[src/rtl/ide_bridge_pkg.sv]
`timescale 1ns/1ps
package ide_bridge_pkg;

   typedef enum logic [2:0] {
      ACC_IDLE  = 3'd0,
      ACC_BAD   = 3'd1,
      ACC_LO_RD = 3'd2,
      ACC_LO_WR = 3'd3,
      ACC_HI_RD = 3'd4,
      ACC_HI_WR = 3'd5
   } acc_e;

   // Classify one host cycle from direction and the two active-low selects.
   function automatic acc_e classify(input logic rnw, input logic win_n, input logic hi_n);
      acc_e k;
      case ({win_n, hi_n})
         2'b11:   k = ACC_IDLE;
         2'b00:   k = ACC_BAD;
         2'b01:   k = rnw ? ACC_LO_RD : ACC_LO_WR;
         default: k = rnw ? ACC_HI_RD : ACC_HI_WR;
      endcase
      return k;
   endfunction

endpackage

[src/rtl/ide_bridge_decode.sv]
`timescale 1ns/1ps
module ide_bridge_decode
   import ide_bridge_pkg::*;
(
   input  logic clk,
   input  logic rst,
   input  logic acc_stb,
   input  logic host_rnw,
   input  logic win_sel_n,
   input  logic hi_sel_n,
   output acc_e kind,
   output logic lo_ld_ide,
   output logic lo_ld_host,
   output logic hi_ld_ide,
   output logic hi_ld_host,
   output logic push_word
);

   always_comb begin
      kind       = classify(host_rnw, win_sel_n, hi_sel_n);
      lo_ld_ide  = acc_stb && (kind == ACC_LO_RD);
      hi_ld_ide  = acc_stb && (kind == ACC_LO_RD);
      lo_ld_host = acc_stb && (kind == ACC_LO_WR);
      hi_ld_host = acc_stb && (kind == ACC_HI_WR);
      push_word  = acc_stb && (kind == ACC_LO_WR);
   end


   hi_write_excl_chk: assert property (@(posedge clk) disable iff (rst)
      hi_ld_host |-> !(lo_ld_host || lo_ld_ide || hi_ld_ide));


   bad_no_load_chk: assert property (@(posedge clk) disable iff (rst)
      (!win_sel_n && !hi_sel_n) |-> !(lo_ld_ide || lo_ld_host || hi_ld_ide || hi_ld_host));

endmodule

[src/rtl/ide_bridge_hold.sv]
`timescale 1ns/1ps
module ide_bridge_hold #(
   parameter int            W         = 8,
   parameter logic [W-1:0]  RST_VAL   = '0,
   parameter bit            HOST_WINS = 1'b0
) (
   input  logic         clk,
   input  logic         rst,
   input  logic         ld_ide,
   input  logic [W-1:0] ide_d,
   input  logic         ld_host,
   input  logic [W-1:0] host_d,
   output logic [W-1:0] q
);

   generate
      if (W < 1) begin : g_bad_w
         $error("ide_bridge_hold: W must be at least 1");
      end
   endgenerate

   logic [W-1:0] nxt;
   logic         ld_any;

   assign ld_any = ld_ide || ld_host;

   generate
      if (HOST_WINS) begin : g_host_first
         always_comb nxt = ld_host ? host_d : ide_d;
      end else begin : g_ide_first
         always_comb nxt = ld_ide ? ide_d : host_d;
      end
   endgenerate

   always_ff @(posedge clk) begin
      if (rst)         q <= RST_VAL;
      else if (ld_any) q <= nxt;
   end


   hold_stable_chk: assert property (@(posedge clk) disable iff (rst)
      !ld_ide && !ld_host |=> $stable(q));


   ide_capture_chk: assert property (@(posedge clk) disable iff (rst)
      ld_ide && !ld_host |=> q == $past(ide_d));

endmodule

[src/rtl/ide_bridge_route.sv]
`timescale 1ns/1ps
module ide_bridge_route
   import ide_bridge_pkg::*;
#(
   parameter int HW = 8,
   localparam int IW = 2 * HW
) (
   input  logic          clk,
   input  logic          rst,
   input  acc_e          kind,
   input  logic          push_word,
   input  logic [HW-1:0] ide_lo,
   input  logic [HW-1:0] hi_q,
   input  logic [HW-1:0] lo_q,
   output logic [HW-1:0] host_rdata,
   output logic          host_drv,
   output logic          ide_oe,
   output logic [IW-1:0] ide_wdata
);

   always_comb begin
      host_drv   = 1'b0;
      host_rdata = '0;
      case (kind)
         ACC_LO_RD: begin host_drv = 1'b1; host_rdata = ide_lo; end
         ACC_HI_RD: begin host_drv = 1'b1; host_rdata = hi_q;   end
         default:   ;
      endcase
   end

   always_ff @(posedge clk) begin
      if (rst) ide_oe <= 1'b0;
      else     ide_oe <= push_word;
   end

   assign ide_wdata = ide_oe ? {hi_q, lo_q} : '0;


   idle_quiet_chk: assert property (@(posedge clk) disable iff (rst)
      (kind == ACC_IDLE) |-> (host_rdata == '0));

endmodule

[src/rtl/ide_width_bridge.sv]
`timescale 1ns/1ps
module ide_width_bridge
   import ide_bridge_pkg::*;
#(
   parameter int HOST_W = 8,
   localparam int IDE_W = 2 * HOST_W
) (
   input  logic              clk,
   input  logic              rst,
   input  logic              acc_stb,
   input  logic              host_rnw,
   input  logic              win_sel_n,
   input  logic              hi_sel_n,
   input  logic [HOST_W-1:0] host_wdata,
   output logic [HOST_W-1:0] host_rdata,
   output logic              host_drv,
   input  logic [IDE_W-1:0]  ide_rdata,
   output logic [IDE_W-1:0]  ide_wdata,
   output logic              ide_oe
);

   generate
      if (HOST_W < 1) begin : g_bad_width
         $error("ide_width_bridge: HOST_W must be at least 1");
      end
   endgenerate

   acc_e              kind;
   logic              lo_ld_ide, lo_ld_host, hi_ld_ide, hi_ld_host, push_word;
   logic [HOST_W-1:0] lo_q, hi_q;

   ide_bridge_decode u_dec (
      .clk        (clk),
      .rst        (rst),
      .acc_stb    (acc_stb),
      .host_rnw   (host_rnw),
      .win_sel_n  (win_sel_n),
      .hi_sel_n   (hi_sel_n),
      .kind       (kind),
      .lo_ld_ide  (lo_ld_ide),
      .lo_ld_host (lo_ld_host),
      .hi_ld_ide  (hi_ld_ide),
      .hi_ld_host (hi_ld_host),
      .push_word  (push_word)
   );

   ide_bridge_hold #(.W(HOST_W)) u_lo (
      .clk     (clk),
      .rst     (rst),
      .ld_ide  (lo_ld_ide),
      .ide_d   (ide_rdata[HOST_W-1:0]),
      .ld_host (lo_ld_host),
      .host_d  (host_wdata),
      .q       (lo_q)
   );

   ide_bridge_hold #(.W(HOST_W)) u_hi (
      .clk     (clk),
      .rst     (rst),
      .ld_ide  (hi_ld_ide),
      .ide_d   (ide_rdata[IDE_W-1:HOST_W]),
      .ld_host (hi_ld_host),
      .host_d  (host_wdata),
      .q       (hi_q)
   );

   ide_bridge_route #(.HW(HOST_W)) u_route (
      .clk        (clk),
      .rst        (rst),
      .kind       (kind),
      .push_word  (push_word),
      .ide_lo     (ide_rdata[HOST_W-1:0]),
      .hi_q       (hi_q),
      .lo_q       (lo_q),
      .host_rdata (host_rdata),
      .host_drv   (host_drv),
      .ide_oe     (ide_oe),
      .ide_wdata  (ide_wdata)
   );


   lo_write_push_chk: assert property (@(posedge clk) disable iff (rst)
      acc_stb && !win_sel_n && hi_sel_n && !host_rnw |=>
         ide_oe && (ide_wdata[HOST_W-1:0] == $past(host_wdata)));


   hi_read_no_drive_chk: assert property (@(posedge clk) disable iff (rst)
      acc_stb && win_sel_n && !hi_sel_n && host_rnw |=> !ide_oe && $stable(hi_q));


   bad_sel_quiet_chk: assert property (@(posedge clk) disable iff (rst)
      !win_sel_n && !hi_sel_n |=> !ide_oe && $stable(hi_q) && $stable(lo_q));


   lo_read_word_chk: assert property (@(posedge clk) disable iff (rst)
      acc_stb && !win_sel_n && hi_sel_n && host_rnw |=>
         hi_q == $past(ide_rdata[IDE_W-1:HOST_W]));


   wdata_released_chk: assert property (@(posedge clk) disable iff (rst)
      !ide_oe |-> ide_wdata == '0);


   idle_no_drv_chk: assert property (@(posedge clk) disable iff (rst)
      win_sel_n && hi_sel_n |-> !host_drv);

endmodule

[config.mk]
export PLATFORM = sky130hd
export DESIGN_NAME = ide_width_bridge
export DESIGN_NICKNAME = d
export VERILOG_FILES = /design/src/rtl/ide_bridge_pkg.sv /design/src/rtl/ide_bridge_decode.sv /design/src/rtl/ide_bridge_hold.sv /design/src/rtl/ide_bridge_route.sv /design/src/rtl/ide_width_bridge.sv
export SDC_FILE = /design/constraint.sdc
export NUM_CORES = 1
export LEC_CHECK = 0
export BUFFER_PORTS_ARGS = -buffer_cell sky130_fd_sc_hd__buf_2
export CAP_MARGIN = 20
export CORE_MARGIN = 4
export CORE_UTILIZATION = 44
export DETAILED_ROUTE_END_ITERATION = 12
export PLACE_DENSITY = 0.81
export SETUP_SLACK_MARGIN = 0.02
export SLEW_MARGIN = 20
export SYNTH_ARGS = -nofsm -noshare
export SYNTH_HDL_FRONTEND = slang
export SYNTH_SLANG_ARGS = --single-unit
[constraint.sdc]
create_clock -name clk -period 3.7 [get_ports clk]
set_input_delay 1.11 -clock clk [delete_from_list [all_inputs] [get_ports clk]]
set_output_delay 1.11 -clock clk [all_outputs]
set_load 0.01 [all_outputs]
==> results of run 1 <==
## placed cells by master, fill, tap and decap left out
cell / instances
and4b_1: 1
nor2_1: 8
a22oi_1: 8
o21a_1: 1
and2_1: 16
nor2b_1: 10
nor3_1: 8
nand2_1: 16
a211oi_1: 8
a311oi_2: 8
and3b_1: 1
dfxtp_1: 17
nor3b_1: 1
clkbuf_1: 1
buf_2: 55
or2_1: 1
nand4b_1: 1
and4bb_1: 1
buf_4: 3
mux2i_1: 8
clkbuf_4: 3
## flip-flops by register name (all words and copies together) (netlist names)
signal,count
u_hi.q,8
u_lo.q,8
u_route.ide_oe,1
## worst min-delay path: stages, from the launching register on
cell and delay (ns):
dfxtp_1 0.32, nor2_1 0.10, a211oi_1 0.05
## worst min path at each step
stage,to,slack [ns],startpoint,depth (start not counted)
final,u_lo.q[0]$_SDFFE_PP0P_,0.50,u_lo.q[0]$_SDFFE_PP0P_,2
after global routing,u_lo.q[2]$_SDFFE_PP0P_,0.53,u_lo.q[2]$_SDFFE_PP0P_,2
after CTS,u_lo.q[0]$_SDFFE_PP0P_,0.51,u_lo.q[0]$_SDFFE_PP0P_,2
after detailed placement,u_lo.q[0]$_SDFFE_PP0P_,0.49,u_lo.q[0]$_SDFFE_PP0P_,2
after global placement,u_lo.q[2]$_SDFFE_PP0P_,0.49,u_lo.q[2]$_SDFFE_PP0P_,2
after floorplan,u_lo.q[0]$_SDFFE_PP0P_,0.47,u_lo.q[0]$_SDFFE_PP0P_,2
## stage by stage
| stage | instances | utilization | power [mW] |
|---|---|---|---|
| after floorplan | 127 | - | 0.255 |
| after global placement | 200 | 0.592 | 0.283 |
| after detailed placement | 200 | 0.592 | 0.286 |
| after CTS | 204 | 0.604 | 0.383 |
| after global routing | 204 | 0.604 | 0.402 |
| final | 204 | 0.604 | 0.381 |
## power breakdown
group | leakage, nW | internal (mW) | switching (mW)
sequential | 0.139 | 0.193 | 0.00665
combinational | 0.493 | 0.0386 | 0.0439
clock | 0.0150 | 0.0418 | 0.0574
total | 0.647 | 0.273 | 0.108
## metal layers
layer,vias to the layer above,GRT usage
li1,550,-
met1,493,0.213
met2,37,0.313
met3,2,0.0490
met4,0,0.0762
met5,-,0
## kinds of logic (layout without fill, tap and decap cells)
| kind of cell | count (synthesis) | in the layout | synth area share |
|---|---|---|---|
| AND/OR/NAND/NOR | 64 | 64 | 0.320 |
| AO/OA/AOI/OAI | 25 | 25 | 0.228 |
| flip-flops | 17 | 17 | 0.314 |
| buffers and inverters | 13 | 62 | 0.0646 |
| multiplexers | 8 | 8 | 0.0738 |
## layout make-up
| class | count | area share |
|---|---|---|
| well taps | 28 | 0.0255 |
| clock buffers | 4 | 0.0191 |
| repair buffers | 58 | 0.217 |
| flip-flops and latches | 17 | 0.248 |
| multi-input cells | 97 | 0.491 |
==> results.sh, run 1 <==
export IMPL_post_place_ws_ns=0.658
export IMPL_critPathMaxFanout=9
export IMPL_cts_resized=0
export IMPL_clock_root_buffer="clkbuf_4"
export IMPL_ys_types=20
export IMPL_htree_levels=1
export IMPL_yosys_area_top_type_share=0.314
export IMPL_rrSetupSlack_ns=2.89
export IMPL_cp_startpoint="win_sel_n"
export IMPL_cts_buffers=3
export IMPL_grt_pass1_vias=1093
export IMPL_wl_met3_um=222
export IMPL_ioPinCount=56
export IMPL_vias_per_cell=5.30
export IMPL_worstSetupEndpointType="output pin"
export IMPL_r2r_end="u_hi.q[4]$_SDFFE_PP0P_"
export IMPL_synth_area_per_cell_um2=8.54
export IMPL_relSlewSlack=0.660
export IMPL_die_height_um=57.7
export IMPL_worst_slack_ns=0.655
export IMPL_initial_core_util=0.477
export IMPL_place_area_um2=1350
export IMPL_synth_yosys_seq_area_share=0.314
export IMPL_place_congestion=0.803
export IMPL_clkTransAtPathRegs_ns=0.10
export IMPL_maxCapViolations=0
export IMPL_cpLargestDelayFamily="buffers and inverters"
export IMPL_rsz0062_at_grt="false"
export IMPL_hp_class="reg -> reg"
export IMPL_initialDrtViolationCount=22
export IMPL_required_ns=2.59
export IMPL_dr_total_vias=1082
export IMPL_leakagePower_nw=0.647
export IMPL_whs_ns=0.502
export IMPL_path_class="in -> out"
export IMPL_cp_num_buf_inv=3
export IMPL_status="completed"
export IMPL_nFillCells=207
export IMPL_fmax_mhz=328
export IMPL_fin_setup_tns_ns=0
export IMPL_max_stage_delay_ns=0.20
export IMPL_nets=207
export IMPL_yosys_top_cells_count="17 x dfxtp_1, 16 x and2_1, 16 x nand2_1"
export IMPL_post_dp_hpwl_mm=2.31
export IMPL_clock_path_buffers=2
export IMPL_dieWidth_um=57.7
export IMPL_drive_gt1_frac=0.392
export IMPL_synth_area_leader_cell="dfxtp_1"
export IMPL_route_met2_wl_mm=1.43
export IMPL_clock_skew_ns=0
export IMPL_wl_per_cell_um=14.3
export IMPL_cts_setup_buffers=0
export IMPL_power_density_nw_per_um2=277
export IMPL_cp_endpoint="host_rdata[4]"
export IMPL_synth_ff_type="dfxtp_1"
export IMPL_regArea_um2=340
export IMPL_synth_nets=157
export IMPL_antenna_found_initial=0
export IMPL_hold_viol_final=0
export IMPL_syn_cell_area_um2=1080
export IMPL_cts_hold_fix_buffers=0
export IMPL_row_count=17
export IMPL_crit_chain="buf_2 -> nor2b_1 -> buf_4 -> a22oi_1 -> nor2b_1 -> buf_2"
export IMPL_port_buffers=55
export IMPL_drtPass1Iterations=4
export IMPL_drv_slew=0
export IMPL_period_minus_slack_ns=3.05
export IMPL_grt_usage=0.182
export IMPL_synthCells=127
export IMPL_crit_arrival_ns=1.94
export IMPL_crit_slowest_cell="a22oi_1"
export IMPL_insertedDiodeCount=0
export IMPL_synth_edff_count=0
export IMPL_fp_coreArea_um2=2280
export IMPL_areaGrowthSynthToFinish_pct=26.6
export IMPL_clock_sinks=17
export IMPL_clock_latency_ns=0.28
export IMPL_final_cell_area_um2=1370
export IMPL_wl_met1_mm=1.25
export IMPL_drc=0
export IMPL_ys_ff_latch=17
export IMPL_path_depth=6
export IMPL_async_reset_ff_frac=0
export IMPL_wl_mm=2.91
export IMPL_yosys_warnings=0
export IMPL_final_antenna_net_count=0
export IMPL_yosysMostFrequentCell="dfxtp_1"
export IMPL_cts_tree="done"
export IMPL_startpoint_type="primary input"
export IMPL_period_share=0.823
export IMPL_grt_max_degree=22
export IMPL_highest_layer="met4"
export IMPL_dieArea_um2=3320
export IMPL_grt_remaining_overflow=0
export IMPL_multi_input_area_um2=674
export IMPL_peakVddDrop_v=0.000214
export IMPL_setup_violations=0
export IMPL_grt_pass1_wl_mm=4.83
export IMPL_reg2reg_depth=2
export IMPL_synth_area_leaders="dfxtp_1 31%, a311oi_2 11%, and2_1 9.2%, mux2i_1 7.4%, nor2b_1 5.8%"
export IMPL_rr_startpoint="u_hi.q[4]$_SDFFE_PP0P_"
export IMPL_tightest_slew_ns=0.510
No activity file was read; power rests on OpenSTA's default activity.
==> run 2, diff against run 1 <==
Settings changed: ABC_AREA from default to 1, CORE_UTILIZATION 44 to 41, PLACE_DENSITY 0.81 to 0.79.
Clock period 3.7 ns to 2.5 ns, I/O delays scaled along.
==> run 2 against run 1 <==
Sequential share of layout area decreased by 1.2 points. Final area increased by 5.0%. Count of clock-buffer cells in the layout unchanged. Critical endpoint is now host_rdata[5].
==> results.sh, run 2 <==
export IMPL_drv_slew=0
export IMPL_rr_startpoint="u_hi.q[7]$_SDFFE_PP0P_"
export IMPL_htree_levels=1
export IMPL_dr_total_vias=1261
export IMPL_ys_types=18
export IMPL_ioPinCount=56
export IMPL_cp_num_buf_inv=3
export IMPL_fp_coreArea_um2=2540
export IMPL_maxCapViolations=0
export IMPL_r2r_end="u_hi.q[7]$_SDFFE_PP0P_"
export IMPL_synth_nets=221
export IMPL_drtPass1Iterations=4
export IMPL_hold_viol_final=0
export IMPL_leakagePower_nw=0.934
export IMPL_place_inst=271
export IMPL_power_mw=0.558
export IMPL_synth_compound_area_frac=0.130
export IMPL_cts_buffers=3
export IMPL_async_reset_ff_frac=0
export IMPL_critPathMaxFanout=9
export IMPL_drc=0
export IMPL_crit_slowest_cell="nor2_2"
export IMPL_wl_per_cell_um=10.9
export IMPL_required_ns=1.75
export IMPL_clock_path_buffers=2
export IMPL_period_share=0.969
export IMPL_power_density_nw_per_um2=387
export IMPL_place_area_um2=1420
export IMPL_yosys_top_cells_count="47 x nand2_1, 38 x inv_1, 30 x nor2_1"
export IMPL_synth_area_mux_share=0
export IMPL_yosys_area_top_type_share=0.303
export IMPL_crit_chain="buf_2 -> inv_1 -> nor2_2 -> nand2_1 -> o22ai_1 -> buf_2"
export IMPL_regArea_um2=340
export IMPL_hp_class="reg -> reg"
export IMPL_grt_remaining_overflow=0
export IMPL_synthCells=191
export IMPL_tightest_slew_ns=0.584
export IMPL_synth_top_family_by_area="simple AND/OR/NAND/NOR gates"
export IMPL_hold_path_startpoint="u_lo.q[4]$_SDFFE_PP0P_"
export IMPL_max_stage_delay_ns=0.26
export IMPL_whs_ns=0.540
export IMPL_vias_per_cell=4.59
export IMPL_final_antenna_net_count=0
export IMPL_final_common_cell="buf_2"
export IMPL_synth_fa_ha_area_frac=0
export IMPL_hold_end="u_lo.q[4]$_SDFFE_PP0P_"
export IMPL_grt_pass1_wl_mm=4.83
export IMPL_drive_gt1_frac=0.282
export IMPL_clock_root_buffer="clkbuf_4"
export IMPL_synth_yosys_seq_area_share=0.303
export IMPL_cts_tree="done"
export IMPL_place_congestion=0.885
export IMPL_post_place_ws_ns=0.0985
export IMPL_synth_area_leaders="dfxtp_1 30%, nand2_1 16%, inv_1 13%, nor2_1 10%, nand3_1 5.8%"
export IMPL_nets=276
export IMPL_fin_setup_tns_ns=0
export IMPL_period_minus_slack_ns=2.42
export IMPL_whs_path_depth=2
export IMPL_yosys_warnings=0
export IMPL_nFillCells=306
export IMPL_areaGrowthSynthToFinish_pct=28.5
export IMPL_crit_arrival_ns=1.67
export IMPL_fmax_mhz=413
export IMPL_antenna_found_initial=0
export IMPL_clock_skew_ns=0
export IMPL_clock_sinks=17
export IMPL_synth_area_per_cell_um2=5.88
export IMPL_crit_path_frequent_cell="buf_2"
export IMPL_synth_edff_count=0
export IMPL_yosysMostFrequentCell="nand2_1"
export IMPL_peakVddDrop_v=0.000279
export IMPL_top_regs="u_hi.q (8), u_lo.q (8), u_route.ide_oe (1)"
export IMPL_yosys_area_share_xor_xnor=0
export IMPL_final_cells=275
export IMPL_ys_ff_latch=17
export IMPL_dieWidth_um=60.3
export IMPL_die_height_um=60.3
export IMPL_grt_max_degree=26
export IMPL_setup_violations=0
export IMPL_row_count=18
export IMPL_path_class="in -> out"
export IMPL_relSlewSlack=0.610
export IMPL_cts_hold_fix_buffers=0
export IMPL_synth_area_leader_cell="dfxtp_1"
export IMPL_final_cell_area_um2=1440
export IMPL_multi_input_area_um2=594
export IMPL_synth_ff_type="dfxtp_1"
export IMPL_clkTransAtPathRegs_ns=0.09
export IMPL_status="completed"
export IMPL_initialDrtViolationCount=39
export IMPL_syn_cell_area_um2=1120
export IMPL_grt_usage=0.176
export IMPL_rrSetupSlack_ns=1.78
export IMPL_wl_mm=2.99
export IMPL_clock_latency_ns=0.29
export IMPL_layout_common_cells="55 x buf_2, 47 x nand2_1, 38 x inv_1"
export IMPL_insertedDiodeCount=0
export IMPL_reg2reg_depth=4
export IMPL_rsz0062_at_grt="true"
export IMPL_grt_pass1_vias=1107
export IMPL_port_buffers=55
export IMPL_worstSetupEndpointType="output pin"
export IMPL_synth_simple_area_share=0.399
export IMPL_cpLargestDelayFamily="simple AND/OR/NAND/NOR gates"
export IMPL_dieArea_um2=3640
export IMPL_layout_core_utilization=0.567
export IMPL_post_dp_hpwl_mm=2.39
export IMPL_initial_core_util=0.441
export IMPL_worst_slack_ns=0.0773
export IMPL_startpoint_type="primary input"
==> run 2: cell count changes in the layout (fill, tap and decap cells not counted), sizes merged, moves of 10 or more <==
cell | before | now
nor2 | 8 | 34
inv | 0 | 39
and2 | 16 | 0
nor2b | 10 | 0
nand3 | 0 | 13
nand2 | 16 | 49
o21ai | 0 | 13
==> run 2: final cells by class <==
class	count	area share
tap	30	0.0260
sequential	17	0.236
clock buffer	4	0.0182
timing repair buffer	58	0.206
inverter	39	0.101
multi-input combinational	127	0.412
==> run 2: logic make-up (layout without fill, tap and decap cells) <==
group,count (synthesis),in the layout
AND/OR/NAND/NOR,101,101
flip-flops,17,17
buffers and inverters,47,101
AO/OA/AOI/OAI,26,26
==> run 2: power breakdown <==
group	switching (mW)	total [mW]	leakage, nW	internal [mW]
Combinational	0.0720	0.121	0.780	0.0485
Sequential	0.00775	0.293	0.139	0.285
Clock	0.0821	0.144	0.0150	0.0621
==> run 2: routing by layer <==
metal  vias up  track usage  routed length (µm)
met5         -            0                   0
met4         0       0.0443                  25
met3         4       0.0497                 224
met2        45        0.287                1390
met1       519        0.227                1340
li1        693            -                   -
==> run 2: timing repair <==
item,in CTS,in global routing
setup endpoints to repair,0,3
resized for setup,0,2
setup buffers,0,0
==> run 2: worst max-delay path by stage <==
stage	slack, ns	cells after the start	startpoint	end
4_1_cts	0.1	6	hi_sel_n	host_rdata[5]
6_report	0.08	6	hi_sel_n	host_rdata[5]
5_1_grt	0.01	6	hi_sel_n	host_rdata[5]
2_1_floorplan	0.26	4	win_sel_n	host_rdata[0]
3_5_place_dp	0.1	6	hi_sel_n	host_rdata[5]
3_3_place_gp	0.11	6	win_sel_n	host_rdata[7]
==> run 2: tightest hold or removal path: cells and delay by family (launching register included) <==
kind	cells	cell delay, ns
DFF	1	0.33
and+or+nand+nor	1	0.10
AOI/OAI and AO/OA	1	0.08
==> run 3, diff against run 2 <==
--- a/config.mk
+++ b/config.mk
@@ -10,3 +10,2 @@
 export CAP_MARGIN = 20
-export CORE_MARGIN = 4
 export CORE_UTILIZATION = 41
@@ -15,3 +14,3 @@
 export SETUP_SLACK_MARGIN = 0.02
-export SLEW_MARGIN = 20
+export SLEW_MARGIN = 10
 export SYNTH_ARGS = -nofsm -noshare
==> constraint.sdc (replaced) <==
create_clock -name clk -period 2.5 [get_ports clk]
set_input_delay 0.25 -clock clk [delete_from_list [all_inputs] [get_ports clk]]
set_output_delay 0.25 -clock clk [all_outputs]
set_load 0.01 [all_outputs]
==> run 3 against run 2 <==
Power grew 0.97%. First-iteration DRC count up 2.6%. Sequential share of layout area is 0.37 points higher. Clock skew unchanged. Largest power group unchanged. Sequential power about the same. Non-clock buffer count is 3 lower. Clock power is 6% higher. Routed wire length down 3.3%. Worst hold slack got worse by 0.39 ns. Largest cell class unchanged. Critical path depth stayed put. Setup slack gained 0.84 ns. Register-to-register slack gained 0.02 ns.
==> results.sh, run 3 (same netlist as run 2, synthesis figures left out) <==
export IMPL_grt_pass1_wl_mm=4.68
export IMPL_rsz0062_at_grt="false"
export IMPL_power_density_nw_per_um2=397
export IMPL_cts_buffers=3
export IMPL_hold_viol_final=0
export IMPL_fp_coreArea_um2=2520
export IMPL_power_mw=0.563
export IMPL_period_minus_slack_ns=1.58
export IMPL_dieArea_um2=2950
export IMPL_dieWidth_um=54.3
export IMPL_cts_setup_buffers=0
export IMPL_crit_arrival_ns=1.33
export IMPL_clock_sinks=17
export IMPL_layout_common_cells="55 x buf_2, 47 x nand2_1, 38 x inv_1"
export IMPL_comb_power_share=0.208
export IMPL_top_regs="u_hi.q (8), u_lo.q (8), u_route.ide_oe (1)"
export IMPL_post_place_ws_ns=0.972
export IMPL_clock_skew_ns=0
export IMPL_grt_usage=0.216
export IMPL_ioPinCount=56
export IMPL_peakVddDrop_v=0.000220
export IMPL_place_congestion=0.846
export IMPL_p_int_mw=0.393
export IMPL_drc=0
export IMPL_dr_total_vias=1276
export IMPL_startpoint_type="primary input"
export IMPL_initialDrtViolationCount=40
export IMPL_clkTransAtPathRegs_ns=0.10
export IMPL_clock_power_share=0.272
export IMPL_rrSetupSlack_ns=1.80
export IMPL_vias_per_cell=4.69
export IMPL_grt_remaining_overflow=0
export IMPL_period_share=0.633
export IMPL_place_area_um2=1390
export IMPL_grt_max_degree=26
export IMPL_p_switching_mw=0.170
export IMPL_cts_resized=0
export IMPL_hp_class="in -> reg"
export IMPL_drv_slew=0
export IMPL_final_cell_area_um2=1420
export IMPL_drive_gt1_frac=0.273
export IMPL_relSlewSlack=0.613
export IMPL_drtPass1Iterations=4
export IMPL_wl_per_cell_um=10.6
export IMPL_path_class="in -> out"
export IMPL_clock_path_buffers=2
export IMPL_insertedDiodeCount=0
export IMPL_cts_hold_fix_buffers=0
export IMPL_post_dp_hpwl_mm=2.15
export IMPL_fmax_mhz=631
export IMPL_whs_ns=0.148
export IMPL_worst_slack_ns=0.916
export IMPL_grt_pass1_vias=1120
export IMPL_p_seq_frac=0.521
export IMPL_clock_root_buffer="clkbuf_4"
export IMPL_htree_levels=1
export IMPL_maxCapViolations=0
export IMPL_status="completed"
export IMPL_swShare=0.303
export IMPL_critPathMaxFanout=9
export IMPL_nets=273
export IMPL_areaGrowthSynthToFinish_pct=26.5
export IMPL_final_cells=272
export IMPL_die_height_um=54.3
export IMPL_fin_setup_tns_ns=0
export IMPL_leakagePower_nw=0.920
export IMPL_wl_mm=2.89
export IMPL_setup_violations=0
export IMPL_tightest_slew_ns=0.580
export IMPL_final_antenna_net_count=0
export IMPL_place_inst=268
export IMPL_layout_core_utilization=0.563
export IMPL_initial_core_util=0.445
export IMPL_cts_tree="done"
export IMPL_required_ns=2.25
export IMPL_port_buffers=55
export IMPL_worstSetupEndpointType="output pin"
export IMPL_final_common_cell="buf_2"
export IMPL_row_count=18
export IMPL_antenna_found_initial=0
export IMPL_clock_latency_ns=0.29
-- run 3: cell type report --
class | count | area (µm²)
tap | 30 | 37.5
inverter | 39 | 146
timing repair buffer | 55 | 275
sequential | 17 | 340
fill | 286 | 1100
clock buffer | 4 | 26.3
multi-input combinational | 127 | 594
-- run 3: critical path, stage by stage --
cell     delay (ns)
buf_2          0.10
inv_1          0.08
nor2_1         0.21
nand2_1        0.23
o21ai_0        0.28
buf_2          0.18
-- run 3: path summary, 6_finish.rpt --
check                    startpoint                        end  cells past startpoint
max                       win_sel_n              host_rdata[7]                      6
min                             rst  u_route.ide_oe$_SDFF_PP0_                      2
max reg2reg  u_hi.q[0]$_SDFFE_PP0P_     u_hi.q[0]$_SDFFE_PP0P_                      4
min reg2reg  u_lo.q[6]$_SDFFE_PP0P_     u_lo.q[6]$_SDFFE_PP0P_                      2
-- run 3: per-layer routing --
metal  vias to the layer above  GRT usage  share of wire
li1                        687          -              -
met5                         -          0              0
met3                         6     0.0278          0.053
met2                        38      0.358           0.47
met1                       545      0.280           0.46
met4                         0     0.0897          0.012
-- run 3: power groups by stage --
stage / clock (mW) / sequential (mW) / combinational [mW]
2_1_floorplan: 0 / 0.297 / 0.0733
3_3_place_gp: 0 / 0.300 / 0.115
3_5_place_dp: 0 / 0.300 / 0.116
4_1_cts: 0.156 / 0.294 / 0.117
5_1_grt: 0.170 / 0.296 / 0.132
6_report: 0.153 / 0.293 / 0.117
